**src/rtl/pwm_tmr_pkg.sv**
```systemverilog
// Shared types for the reload PWM timer: write-select codes and control layout.
package pwm_tmr_pkg;

    typedef enum logic [1:0] {
        SEL_BASE    = 2'd0,
        SEL_CMP     = 2'd1,
        SEL_CTRL    = 2'd2,
        SEL_NONE    = 2'd3
    } wsel_e;

    // Control register, bit 0 = run ... bit 3 = compare event enable
    typedef struct packed {
        logic cmp_en;
        logic wrap_en;
        logic restart_en;
        logic run;
    } ctrl_t;

    localparam int CTRL_BITS = 4;

endpackage

```
**src/rtl/tmr_regs.sv**
```systemverilog
// Register file of the timer: base, compare and control.
// Assumes CNT_W >= CTRL_BITS. Writes land on the edge they are presented.
// Produces a start pulse when a control write turns the run bit on from stopped.
module tmr_regs
    import pwm_tmr_pkg::*;
#(
    parameter int CNT_W = 32
) (
    input  logic             clk,
    input  logic             rst_n,
    input  logic             wr_en,
    input  logic [1:0]       wr_sel,
    input  logic [CNT_W-1:0] wr_data,
    output logic [CNT_W-1:0] base_q,
    output logic [CNT_W-1:0] cmp_q,
    output ctrl_t            ctrl_q,
    output logic             start
);

    wsel_e sel;
    ctrl_t ctrl_wr;

    // Decode the select code and the control view of the data
    always_comb begin
        sel     = wsel_e'(wr_sel);
        ctrl_wr = ctrl_t'(wr_data[CTRL_BITS-1:0]);
        start   = wr_en && (sel == SEL_CTRL) && ctrl_wr.run && !ctrl_q.run;
    end

    // Register update on write
    always_ff @(posedge clk) begin
        if (!rst_n) begin
            base_q <= '0;
            cmp_q  <= '0;
            ctrl_q <= '0;
        end else if (wr_en) begin
            case (sel)
                SEL_BASE: base_q <= wr_data;
                SEL_CMP:  cmp_q  <= wr_data;
                SEL_CTRL: ctrl_q <= ctrl_wr;
                default:  ;
            endcase
        end
    end

    AST_IGNORED_SEL: assert property (@(posedge clk) disable iff (!rst_n)
        (wr_en && wr_sel == 2'd3) |=> ($stable(base_q) && $stable(cmp_q) && $stable(ctrl_q)));

endmodule

```
**src/rtl/tmr_counter.sv**
```systemverilog
// Up-counter with wrap detection. At all-ones it either reloads from the base
// register or returns to zero. A start pulse forces the base value in.
// Exposes the value the counter will take next, for the compare path.
module tmr_counter #(
    parameter int CNT_W = 32
) (
    input  logic             clk,
    input  logic             rst_n,
    input  logic             run,
    input  logic             start,
    input  logic             restart_en,
    input  logic [CNT_W-1:0] base_q,
    output logic [CNT_W-1:0] count_q,
    output logic [CNT_W-1:0] count_nxt,
    output logic             wrap
);

    localparam logic [CNT_W-1:0] TOP = {CNT_W{1'b1}};

    // Wrap detect and next-count selection
    always_comb begin
        wrap      = run && (count_q == TOP);
        count_nxt = wrap ? (restart_en ? base_q : '0) : count_q + 1'b1;
    end

    // Count register
    always_ff @(posedge clk) begin
        if (!rst_n)
            count_q <= '0;
        else if (start)
            count_q <= base_q;
        else if (run)
            count_q <= count_nxt;
    end

    AST_HOLD_STOPPED: assert property (@(posedge clk) disable iff (!rst_n)
        (!run && !start) |=> $stable(count_q));
    AST_START_BASE: assert property (@(posedge clk) disable iff (!rst_n)
        start |=> (count_q == $past(base_q)));
    AST_WRAP_RELOAD: assert property (@(posedge clk) disable iff (!rst_n)
        (wrap && restart_en) |=> (count_q == $past(base_q)));
    AST_WRAP_ZERO: assert property (@(posedge clk) disable iff (!rst_n)
        (wrap && !restart_en) |=> (count_q == '0));

endmodule

```
**src/rtl/tmr_outgen.sv**
```systemverilog
// Output generator. A wrap sets the pin high, a compare hit sets it low,
// and the wrap wins when both happen on the same edge. The compare is checked
// against the next count, so the pin is high for exactly compare minus base clocks.
module tmr_outgen #(
    parameter int CNT_W = 32
) (
    input  logic             clk,
    input  logic             rst_n,
    input  logic             run,
    input  logic             start,
    input  logic             wrap,
    input  logic             wrap_en,
    input  logic             cmp_en,
    input  logic [CNT_W-1:0] count_nxt,
    input  logic [CNT_W-1:0] cmp_q,
    output logic             pwm_q
);

    logic hit;
    logic set_hi;
    logic set_lo;

    // Event qualification
    always_comb begin
        hit    = run && (count_nxt == cmp_q);
        set_hi = wrap && wrap_en;
        set_lo = hit && cmp_en;
    end

    // Output register with wrap priority
    always_ff @(posedge clk) begin
        if (!rst_n)
            pwm_q <= 1'b0;
        else if (start)
            pwm_q <= 1'b0;
        else if (set_hi)
            pwm_q <= 1'b1;
        else if (set_lo)
            pwm_q <= 1'b0;
    end

    AST_START_LOW: assert property (@(posedge clk) disable iff (!rst_n)
        start |=> !pwm_q);
    AST_WRAP_HIGH: assert property (@(posedge clk) disable iff (!rst_n)
        (wrap && wrap_en) |=> pwm_q);
    AST_CMP_LOW: assert property (@(posedge clk) disable iff (!rst_n)
        (set_lo && !wrap) |=> !pwm_q);
    AST_BOTH_HIGH: assert property (@(posedge clk) disable iff (!rst_n)
        (wrap && wrap_en && hit) |=> pwm_q);
    AST_IDLE_HOLD: assert property (@(posedge clk) disable iff (!rst_n)
        (!start && !set_hi && !set_lo) |=> $stable(pwm_q));

endmodule

```
**src/rtl/pwm_reload_timer.sv**
```systemverilog
// Top of the reload PWM timer: register file, counter and output generator.
// Assumes a single clock and synchronous active-low reset.
module pwm_reload_timer
    import pwm_tmr_pkg::*;
#(
    parameter int CNT_W = 32
) (
    input  logic             clk,
    input  logic             rst_n,
    input  logic             wr_en,
    input  logic [1:0]       wr_sel,
    input  logic [CNT_W-1:0] wr_data,
    output logic [CNT_W-1:0] count_o,
    output logic             pwm_o
);

    logic [CNT_W-1:0] base_q;
    logic [CNT_W-1:0] cmp_q;
    logic [CNT_W-1:0] count_nxt;
    ctrl_t            ctrl_q;
    logic             start;
    logic             wrap;

    tmr_regs #(.CNT_W(CNT_W)) u_regs (
        .clk     (clk),
        .rst_n   (rst_n),
        .wr_en   (wr_en),
        .wr_sel  (wr_sel),
        .wr_data (wr_data),
        .base_q  (base_q),
        .cmp_q   (cmp_q),
        .ctrl_q  (ctrl_q),
        .start   (start)
    );

    tmr_counter #(.CNT_W(CNT_W)) u_cnt (
        .clk        (clk),
        .rst_n      (rst_n),
        .run        (ctrl_q.run),
        .start      (start),
        .restart_en (ctrl_q.restart_en),
        .base_q     (base_q),
        .count_q    (count_o),
        .count_nxt  (count_nxt),
        .wrap       (wrap)
    );

    tmr_outgen #(.CNT_W(CNT_W)) u_out (
        .clk       (clk),
        .rst_n     (rst_n),
        .run       (ctrl_q.run),
        .start     (start),
        .wrap      (wrap),
        .wrap_en   (ctrl_q.wrap_en),
        .cmp_en    (ctrl_q.cmp_en),
        .count_nxt (count_nxt),
        .cmp_q     (cmp_q),
        .pwm_q     (pwm_o)
    );

endmodule

```
**config.mk**
```make
export PLATFORM = sky130hd
export DESIGN_NAME = pwm_reload_timer
export DESIGN_NICKNAME = d
export VERILOG_FILES = /design/src/rtl/pwm_tmr_pkg.sv /design/src/rtl/tmr_regs.sv /design/src/rtl/tmr_counter.sv /design/src/rtl/tmr_outgen.sv /design/src/rtl/pwm_reload_timer.sv
export SDC_FILE = /design/constraint.sdc
export NUM_CORES = 1
export LEC_CHECK = 0
export ABC_AREA = 0
export CORE_ASPECT_RATIO = 1.4
export CORE_MARGIN = 4
export CORE_UTILIZATION = 35
export CTS_BUF_LIST = sky130_fd_sc_hd__clkbuf_16
export DETAILED_ROUTE_END_ITERATION = 10
export GPL_TIMING_DRIVEN = 1
export PLACE_DENSITY_LB_ADDON = 0.25
export SYNTH_ARGS = -nofsm -noshare
export SYNTH_HDL_FRONTEND = slang
export SYNTH_SLANG_ARGS = --single-unit
```
**constraint.sdc**
```tcl
create_clock -name clk -period 3.7 [get_ports clk]
set_clock_uncertainty 0.1 [all_clocks]
set_input_delay 0.74 -clock clk [delete_from_list [all_inputs] [get_ports clk]]
set_output_delay 0.74 -clock clk [all_outputs]
set_load 0.01 [all_outputs]
```
* Yosys cells after proc, flatten, opt, wreduce, memory -nomap -nowiden
Index checks and enable logic that the tools add are counted.
Word-level totals: output and inout bits 33, RAM bits 0, memory bits (read-only) 0, bits of input ports 37, memories 0, bits in latches 0, bits in registers 101, logic and storage cells 35
Operators by class: magnitude comparators 0, divide/modulo/power cells 0, muxes and demuxes 6, $mul 0, reduce and logical (&&, ||, !) cells 15, eq/ne operators 4, $add $sub $neg 1, bitwise gates (word level) 1, shift operators 0
Operators with widths (number):
- $mux 32 | 4
- $add 32x1->32 const B | 1
- $eq 32x32->1 | 1
- $eq 32x32->1 const B | 1
- $logic_and 1x1->1 | 7
- $reduce_and 2->1 | 3
- $reduce_bool 2->1 | 2
- $eq 2x1->1 const B | 1
- $eq 2x2->1 const B | 1
- $logic_not 2->1 | 1
- $mux 1 | 2
- $reduce_or 2->1 | 1
- $logic_not 1->1 | 1
- $not 1->1 | 1

* Longest topological paths before layout
depth after elaboration 8, mapped depth 13, depth with buffers taken out 10

* Cells and area by module
From an unflattened synthesis, not the netlist that was laid out.
Second synthesis, totals: cells, all modules 692, area total of the unflattened synthesis 5713.0 um2
Modules (own cells, without submodules):
- tmr_counter | area each 2738.9 um2, seq. area each 640.6 um2, times used 1, cells an instance 385
- tmr_regs | area each 2583.7 um2, seq. area each 1361.3 um2, times used 1, cells an instance 259
- tmr_outgen | area each 390.4 um2, seq. area each 20.0 um2, times used 1, cells an instance 48

* Worst setup path after synthesis
No wires, ideal clock.
kind reg-to-reg, from register u_cnt.count_q[0], to register u_out.pwm_q, path buffers 1, slack 0.804 ns, period minus slack after synthesis 2.896 ns, arrival 2.669 ns, cell stages (with the launch flop) 12, data required time 3.473 ns, library setup time 0.127 ns, cell sequence dfxtp_1 ha_1 and3_1 clkbuf_1 nand3_1 nor4_4 nor2_1 a31oi_1 o22ai_1 or4_1 nor4_1 a21oi_1
Between the ends: word-level cells in the longest chain between the ends 7, elaborated cells on any way between the ends 10, those cells by class add/sub: 1; eq/ne: 2; mux: 2; reduce/logical: 5
Ends and longest elaborated chain:
- from (decl) | line tmr_counter.sv:13 | output logic [CNT_W-1:0] count_q,
- from (signal assigned) | line tmr_counter.sv:31 | count_q <= base_q;
- from (signal assigned) | line tmr_counter.sv:33 | count_q <= count_nxt;
- parallel branches: the longest is 7 deep, another holds $add 32x1->32
- to (signal assigned) | line tmr_outgen.sv:33 | pwm_q <= 1'b0;
- to (signal assigned) | line tmr_outgen.sv:35 | pwm_q <= 1'b0;
- to (signal assigned) | line tmr_outgen.sv:37 | pwm_q <= 1'b1;
- to (decl) | line tmr_outgen.sv:16 | output logic pwm_q
Several ways; the timed one is not identified. A chain may end at the register's enable or synchronous reset.

* Final worst setup path
Same ends and word-level chain as after synthesis.

==> qor.yml <==
placed_design:
  dp_hpwl_um: 13900
  portBuffers: 69
  dpl.cell_count: 957
  place.gp.congestion: 0.931
die:
  rows: 54
  io_pins: 70
  die-height_um: 158
  dieArea_um2: 18200
  die_x_um: 115
  core_um2: 15700
  initial_core_util_pct: 35.8
clocking:
  cts_tree: "built"
  cts_resized: 0
  clk_path_buf_depth: 2
  numCtsBuffers: 9
  clk_pin_slew_worst_paths_ns: 0.07
  htreeDepth: 3
  cts_setup_buffers: 0
  clock_sinks: 101
  root_buffer: "clkbuf_16"
  hold_buffers: 0
  clock_latency_ns: 0.34
detailed_routing:
  wl_per_cell_um: 20.1
  routed_via_density: 5.57
  drt-initial-drc-count: 328
  drt_wl_total_um: 19600
  drtAntennaViolNets: 0
  drc: 0
  dr.pass1.iters: 7
  vias: 5424
power_and_ir_drop:
  power.leakage_nw: 2.71
  p_int_mw: 1.71
  ir_drop_mv: 0.256
  power_density_nw_per_um2: 346
  p_switching_mw: 0.631
  power.share.clock_pct: 37.9
  comb_power_share_pct: 12.1
  p_seq_share_pct: 50.0
  power_switching_share_pct: 26.9
layout:
  finish.utilization_pct: 43.2
  final_nets: 810
  syn_to_final_growth_pct: 20.8
  antenna_cells: 0
  finalNonFillerCells: 973
  drive_gt1_share_pct: 7.46
timing:
  min_period_ns: 3.35
  rsz0062_at_grt: "false"
  timing.fmax_mhz: 299
  finalHoldViolCount: 0
  maxSlewHeadroom_pct: 41.0
  tns_ns: 0
  worst_slew_pin_slew_ns: 0.884
  slew_viol_final: 0
  setup_violations: 0
  fin_crit_sh_pct: 90.5
setup_path:
  critPathLaunchType: "flop"
  critPathMaxFanout: 7
  crit_type: "flop to flop"
  crit_path_end_kind: "flop"
  cp.arrival_ns: 3.47
  worstPathRequired_ns: 3.82
global_route:
  grt_pass1_wl_um: 31000
  grt_pass1_vias: 5456
  antenna_found_initial: 0
  grt_overflow: 0
  gr-usage-all-layers_pct: 22.0
  grt_start_max_net_pins: 46
synth:
  synth_edf_count: 0
  seq_area_frac_synth_pct: 36.0
  netlist.area_leader.share_pct: 36.0
  yosys.cell_types.count: 53
  syn_avg_cell_area_um2: 7.80
  ys_ff_latch: 101
  synthTopCellsByArea: "dfxtp_1 36%, nand2_1 14%, a21oi_1 5.2%"
  async_reset_ff_share_pct: 0
  synth.most_common_cell: "nand2_1"
  synth_area_leader_cell: "dfxtp_1"
  synth_common_cells: "202 x nand2_1, 101 x dfxtp_1, 58 x a21oi_1"
  netlist_instances: 720
  syn_nets: 758
  ys_warn_count: 0
  synthFlopType: "dfxtp_1"
  netlist_area_um2: 5610
outcome:
  status: "complete, no violations"
hold_path:
  hp-class: "flop to flop"
job:
  drv_cap: 0
==> flip-flops by register name, indices dropped and copies added, names as in the netlist <==
signal / flops
u_regs.ctrl_q: 4
u_cnt.count_q: 32
u_regs.base_q: 32
u_regs.cmp_q: 32
u_out.pwm_q: 1
==> through the flow <==
stage	setup WS (ns)	power, mW	hold slack, ns	instance area (µm²)
finish	0.351	2.35	0.379	6780
global route	0.0868	2.44	0.401	6780
CTS	0.322	2.36	0.380	6780
detailed placement	0.317	1.48	0.370	6510
global placement	0.357	1.48	0.358	6510
floorplan	0.804	1.34	0.343	5610
==> path summary, 6_finish.rpt <==
| check | slack (ns) | start | cells past startpoint | end |
|---|---|---|---|---|
| max | 0.35 | u_cnt.count_q[0]$_SDFFE_PN0P_ | 10 | u_out.pwm_q$_SDFFE_PP0P_ |
| min | 0.38 | u_regs.cmp_q[15]$_SDFFE_PN0P_ | 2 | u_regs.cmp_q[15]$_SDFFE_PN0P_ |
| max reg2reg | 0.35 | u_cnt.count_q[0]$_SDFFE_PN0P_ | 10 | u_out.pwm_q$_SDFFE_PP0P_ |
| min reg2reg | 0.38 | u_regs.cmp_q[15]$_SDFFE_PN0P_ | 2 | u_regs.cmp_q[15]$_SDFFE_PN0P_ |
==> power by group through the flow <==
| stage | clock network, mW | logic (mW) | registers, mW |
|---|---|---|---|
| finish | 0.888 | 0.284 | 1.17 |
| global route | 0.955 | 0.310 | 1.18 |
| CTS | 0.905 | 0.285 | 1.17 |
| detailed placement | 0 | 0.283 | 1.20 |
| global placement | 0 | 0.280 | 1.20 |
| floorplan | 0 | 0.154 | 1.19 |
==> layout make-up <==
cell class / instances / area [µm²]
fill: 1637 / 8900
inverter: 8 / 30.0
clock inverter: 7 / 42.5
multi-input combinational: 565 / 3380
tap: 196 / 245
sequential: 101 / 2020
timing repair buffer: 87 / 833
clock buffer: 9 / 225
==> per-layer routing <==
layer | wire length (µm) | vias up | GRT usage, %
met3 | 625 | 24 | 2.72
met5 | 0 | - | 0
met1 | 8120 | 2649 | 26.2
li1 | - | 2624 | -
met2 | 10400 | 127 | 40.5
met4 | 423 | 0 | 7.33
==> logic make-up after synthesis <==
group,Yosys count,share of synthesized area [%]
AO/OA/AOI/OAI,154,18.1
XOR/XNOR,42,6.55
buffers and inverters,54,3.83
AND/OR/NAND/NOR,324,27.1
adder cells (fa/ha/maj),1,0.223
flip-flops,101,36.0
multiplexers,44,8.20
==> cells in the final DEF, fill, tap and decap left out, types with 2 or more instances in the layout <==
cell and n:
a211oi_1 3, a21boi_0 35, a21oi_1 58, a221o_1 2
a222oi_1 2, a31oi_1 10, and2_1 2, and3_1 20
and4_1 9, buf_4 17, clkbuf_16 9, clkdlybuf4s50_1 68
clkinv_1 2, clkinv_2 2, dfxtp_1 101, inv_1 8
mux2_2 16, mux2i_1 28, nand2_1 202, nand3_1 21
nand3b_1 3, nand4_1 13, nor2_1 22, nor2b_1 4
nor3_1 9, nor3b_2 2, nor4_1 6, nor4_4 2
o2111a_1 2, o211a_1 11, o211ai_1 4, o21ai_0 14
o22ai_1 3, or2_2 2, or4_1 2, xnor2_1 23
xor2_1 19
==> critical path: stages (launching register included) <==
cell	delay, ns
dfxtp_1	0.43
ha_1	0.24
and3_1	0.35
nand4_1	0.28
nor3_1	0.52
mux2i_1	0.28
xor2_1	0.31
o2111a_1	0.24
nand4_1	0.08
nor4_1	0.30
a21oi_1	0.10
No activity file was read; power rests on OpenSTA's default activity.
